`config.mk`:
```
export PLATFORM = sky130hd
export DESIGN_NAME = bus_shift_reg
export DESIGN_NICKNAME = d
export VERILOG_FILES = /design/src/rtl/bus_shift_reg_pkg.sv /design/src/rtl/bus_shift_reg_ctrl.sv /design/src/rtl/bus_shift_reg_datapath.sv /design/src/rtl/bus_shift_reg.sv
export SDC_FILE = /design/constraint.sdc
export NUM_CORES = 1
export LEC_CHECK = 0
export BUFFER_PORTS_ARGS = -buffer_cell sky130_fd_sc_hd__buf_4
export CORE_AREA = 2 2 44 46
export CTS_CLUSTER_DIAMETER = 100
export CTS_CLUSTER_SIZE = 10
export DETAILED_ROUTE_END_ITERATION = 16
export DIE_AREA = 0 0 46 48
export PLACE_DENSITY = 0.73
export SLEW_MARGIN = 5
export SYNTH_ARGS = -nofsm -noshare
export SYNTH_HDL_FRONTEND = slang
export SYNTH_SLANG_ARGS = --single-unit
export TNS_END_PERCENT = 5
```
`constraint.sdc`:
```
create_clock -name clk -period 1.2 [get_ports clk]
set_clock_uncertainty 0.05 [all_clocks]
set_input_delay 0 -clock clk [delete_from_list [all_inputs] [get_ports clk]]
set_output_delay 0 -clock clk [all_outputs]
set_load 0.02 [all_outputs]
```
`src/rtl/bus_shift_reg_pkg.sv`:
```
package bus_shift_reg_pkg;
  typedef struct packed {
    logic loadA;
    logic loadB;
    logic shift;
    logic transparent;
    logic driveA;
    logic driveB;
  } regStrobes_t;
endpackage

```
`src/rtl/bus_shift_reg_ctrl.sv`:
```
module bus_shift_reg_ctrl
  import bus_shift_reg_pkg::*;
(
  input  logic        clk,
  input  logic        rstN,
  input  logic        parMode,
  input  logic        dirAtoB,
  input  logic        asyncLoad,
  input  logic        aEnable,
  output regStrobes_t strobes
);
  logic loadFromA, loadFromB;

  always_comb begin
    loadFromA = rstN && parMode && dirAtoB && aEnable;
    loadFromB = rstN && parMode && !dirAtoB;
    strobes.loadA       = loadFromA;
    strobes.loadB       = loadFromB;
    strobes.shift       = rstN && !parMode;
    strobes.transparent = asyncLoad && (loadFromA || loadFromB);
    strobes.driveA      = rstN && !dirAtoB && aEnable;
    strobes.driveB      = rstN && dirAtoB;
  end

  // never both ports driving
  p_oe_exclusive_r8: assert property (@(posedge clk)
    $onehot0({strobes.driveA, strobes.driveB}));
  // enables off under reset
  p_reset_oe_r1: assert property (@(posedge clk)
    !rstN |-> !(strobes.driveA || strobes.driveB));
  // serial mode never opens the transparent path
  p_serial_sync_r7: assert property (@(posedge clk) disable iff (!rstN)
    !parMode |-> !strobes.transparent);
  // hold request blocks every load
  p_hold_no_load_r5: assert property (@(posedge clk) disable iff (!rstN)
    (parMode && dirAtoB && !aEnable) |-> !(strobes.loadA || strobes.loadB || strobes.shift));
endmodule

```
`src/rtl/bus_shift_reg_datapath.sv`:
```
module bus_shift_reg_datapath
  import bus_shift_reg_pkg::*;
#(
  parameter int WIDTH = 8
) (
  input  logic             clk,
  input  logic             rstN,
  input  regStrobes_t      strobes,
  input  logic             serIn,
  input  logic [WIDTH-1:0] aIn,
  input  logic [WIDTH-1:0] bIn,
  output logic [WIDTH-1:0] view
);
  localparam int TopBit = WIDTH - 1;

  logic [WIDTH-1:0] stages;
  logic [WIDTH-1:0] loadSrc;
  logic             anyLoad;

  assign loadSrc = strobes.loadA ? aIn : bIn;
  assign anyLoad = strobes.loadA || strobes.loadB;

  always_ff @(posedge clk) begin
    if (!rstN) begin
      stages <= '0;
    end else if (strobes.shift) begin
      stages <= {stages[TopBit-1:0], serIn};
    end else if (anyLoad) begin
      stages <= loadSrc;
    end
  end

  assign view = strobes.transparent ? loadSrc : stages;

  // reset clears all stages
  p_reset_clear_r1: assert property (@(posedge clk)
    !rstN |=> stages == '0);
  // shift order, stage 8 dropped
  p_shift_order_r6: assert property (@(posedge clk) disable iff (!rstN)
    strobes.shift |=> stages == {$past(stages[TopBit-1:0]), $past(serIn)});
  // parallel capture at the edge
  p_load_capture_r2: assert property (@(posedge clk) disable iff (!rstN)
    anyLoad |=> stages == $past(loadSrc));
  // no strobe, no change
  p_hold_stable_r5: assert property (@(posedge clk) disable iff (!rstN)
    !(anyLoad || strobes.shift) |=> $stable(stages));
endmodule

```
`src/rtl/bus_shift_reg.sv`:
```
module bus_shift_reg
  import bus_shift_reg_pkg::*;
#(
  parameter int WIDTH = 8
) (
  input  logic             clk,
  input  logic             rstN,
  input  logic             parMode,
  input  logic             dirAtoB,
  input  logic             asyncLoad,
  input  logic             aEnable,
  input  logic             serIn,
  input  logic [WIDTH-1:0] portAIn,
  output logic [WIDTH-1:0] portAOut,
  output logic             portAOe,
  input  logic [WIDTH-1:0] portBIn,
  output logic [WIDTH-1:0] portBOut,
  output logic             portBOe
);
  regStrobes_t      strobes;
  logic [WIDTH-1:0] view;

  bus_shift_reg_ctrl u_ctrl (
    .clk       (clk),
    .rstN      (rstN),
    .parMode   (parMode),
    .dirAtoB   (dirAtoB),
    .asyncLoad (asyncLoad),
    .aEnable   (aEnable),
    .strobes   (strobes)
  );

  bus_shift_reg_datapath #(.WIDTH(WIDTH)) u_dp (
    .clk     (clk),
    .rstN    (rstN),
    .strobes (strobes),
    .serIn   (serIn),
    .aIn     (portAIn),
    .bIn     (portBIn),
    .view    (view)
  );

  assign portAOut = view;
  assign portBOut = view;
  assign portAOe  = strobes.driveA;
  assign portBOe  = strobes.driveB;
endmodule

```
==> results by group <==
Clocking
  – TritonCTS Buffers: 3
  – H-tree depth: 1
  – Clock buffer depth: 2
  – Post-CTS setup buffer count: 0
  – Root buf cell: clkbuf_4
  – Count of hold-fix buffers inserted at cts: 0
  – Clk slew on worst S/H paths: 60 ps
  – Worst-skew pair later-pin latency: 250 ps
  – TritonCTS clock tree: yes
  – Post_cts resized: 0
  – CTS Sinks: 8

Synth
  – Commonest cells in the netlist: buf_4 (10), nand2_1 (10)
  – Syn_nets: 110
  – Top FF cell, synth: dfxtp_1
  – Syn Std Cell Area: 669 µm²
  – Post-synth EDFFs: 0
  – Yosys top cell area share: 23.9%
  – Syn avg cell area: 7.69 µm²
  – Dominant cell type by area after synthesis: dfxtp_1
  – Synthesis Warnings: 0
  – Async S/R FF share, synth: 0%
  – Top post-synthesis cells by area: dfxtp_1 (24%), buf_4 (11%), a22o_1 (10%)
  – Gate Count Post-Synth: 87
  – Yosys cell types: 18
  – Synthesized flop and latch total: 8
  – Sequential share of the synthesized area: 23.9%

Route
  – DRC: 0
  – Routed wire per std cell: 12.7 µm
  – Via count: 729
  – Initial drt markers: 12
  – Vias per cell: 5.48
  – Drt total wl: 1.70 mm
  – Detailed Routing Iterations Pass 1: 4
  – Remaining antenna violation count: 0

Finish
  – Max reg flops: 8
  – Final Util: 54.0%
  – Non-Filler Instances: 133
  – ANT cells: 0
  – Filler Cell Count: 177
  – Nets@finish: 141
  – Area growth from synthesis to layout: 36.3%
  – Top Registers: u_dp.stages: 8 flops
  – Layout cells sized above 1: 41.4%
  – Biggest register: u_dp.stages

Critical path
  – Crit path arrival time: 970 ps
  – Critical Path End Type: output port
  – Worst setup path category: flop to output port
  – Worst Path Max Fanout: 3
  – CP startpoint kind: flop
  – Worst path required time: 1150 ps

Floorplanning
  – Core box area: 1690 µm²
  – Die height: 48 µm
  – Die ar.: 2210 µm²
  – Initial Util: 39.6%
  – Die Width: 46 µm
  – I/O Pins: 41
  – Rows: 15

Global routing
  – Gr busiest metal: met2
  – First-pass GRT wire length: 2.70 mm
  – GRT Util Overall: 17.1%
  – Vias in the first global route: 668
  – Met3 global-route usage: 3.77%
  – Antenna violations before repair: 0
  – GR met2 Demand/Resource: 30.6%
  – Largest net degree at the start of global routing: 20
  – Grt ovf: 0
  – GRT met1 Usage: 19.1%

Outcome
  – Status: finished clean

Power and ir drop
  – Leakage dissipation: 0.503 nW
  – Pwr Density: 943 nW/µm²
  – VDD IR max: 0.669 mV
  – Pwr Total: 0.000860 W

Timing
  – Achievable Freq: 983 MHz
  – Total negative setup slack: 0 ps
  – RSZ-0062 raised after global routing: false
  – Hold Vio Cnt, Final: 0
  – Least-Margin Pin Slew: 331 ps
  – Relative slew slack: 77.9%
  – Min cycle time layout: 1020 ps
  – Setup-failing EPs final: 0
  – Final Max Tran Viols: 0
  – Tcrit/Tclk final: 84.8%

Placed design
  – Placed Instances: 130
  – DPL Wire Length: 1.28 mm
  – Number of port buffers: 40
  – Routability Congestion: 0.754

Min path
  – Min-Delay Path Class: primary input to flop

Job
  – Max-Cap Viols: 0
routing by layer:
layer | wire length (µm) | vias up
li1 | - | 367
met1 | 698 | 326
met2 | 842 | 34
met3 | 133 | 2
met4 | 19 | 0
met5 | 0 | -
per-stage QoR:
| step | worst slack (ps) | cell area, µm² | hold WS (ps) |
|---|---|---|---|
| 3_3_place_gp | 212 | 890 | 333 |
| 3_5_place_dp | 178 | 890 | 336 |
| 5_1_grt | 139 | 912 | 130 |
| 6_report | 182 | 912 | 104 |
| 4_1_cts | 181 | 912 | 103 |
| 2_1_floorplan | 181 | 669 | 238 |
worst max-delay path, cell delays in order (launching register included):
cell	delay, ps
dfxtp_1	320
a22o_1	230
buf_4	160
final timing paths:
| kind | from | endpoint | slack [ps] | cells after the start |
|---|---|---|---|---|
| min | parMode | u_dp.stages[5] | 100 | 3 |
| max reg2reg | u_dp.stages[1] | u_dp.stages[2] | 330 | 3 |
| min reg2reg | u_dp.stages[7] | u_dp.stages[7] | 400 | 1 |
| max | u_dp.stages[2] | portAOut[2] | 180 | 2 |
report_power, final:
| part | internal (W) | leakage [nW] | total (W) | switching [W] |
|---|---|---|---|---|
| sequential | 0.000287 | 0.0665 | 0.000302 | 0.0000144 |
| combinational | 0.000173 | 0.423 | 0.000348 | 0.000175 |
| clock | 0.000115 | 0.0138 | 0.000211 | 0.0000957 |
| total | 0.000575 | 0.503 | 0.000860 | 0.000285 |
final cells by class:
class / count / area (µm²) / share of cell area (%)
Clock buffer: 3 / 22.5 / 2.47
Multi-Input combinational cell: 64 / 400 / 43.9
Sequential cell: 8 / 160 / 17.6
Tap cell: 17 / 21.3 / 2.33
Timing Repair Buffer: 41 / 308 / 33.7
cells in the final DEF (no fill, tap or decap), drive strengths merged:
| master | netlist | layout |
|---|---|---|
| a22o | 8 | 8 |
| nand3 | 8 | 8 |
| buf | 14 | 41 |
| and3 | 1 | 1 |
| dfxtp | 8 | 8 |
| clkbuf | 1 | 3 |
| nor2 | 2 | 2 |
| a31oi | 8 | 8 |
| nand2b | 9 | 9 |
| o21ai | 8 | 8 |
| and2 | 1 | 1 |
| a21o | 8 | 8 |
| nand2 | 11 | 11 |
kinds of logic after synthesis:
group                  after synthesis  synth area share, %
and+or+nand+nor                     32                 26.9
AOI/OAI and AO/OA                   32                 32.9
buffers and inverters               15                 16.3
DFF                                  8                 23.9
Power figures use the tool's default switching activity.
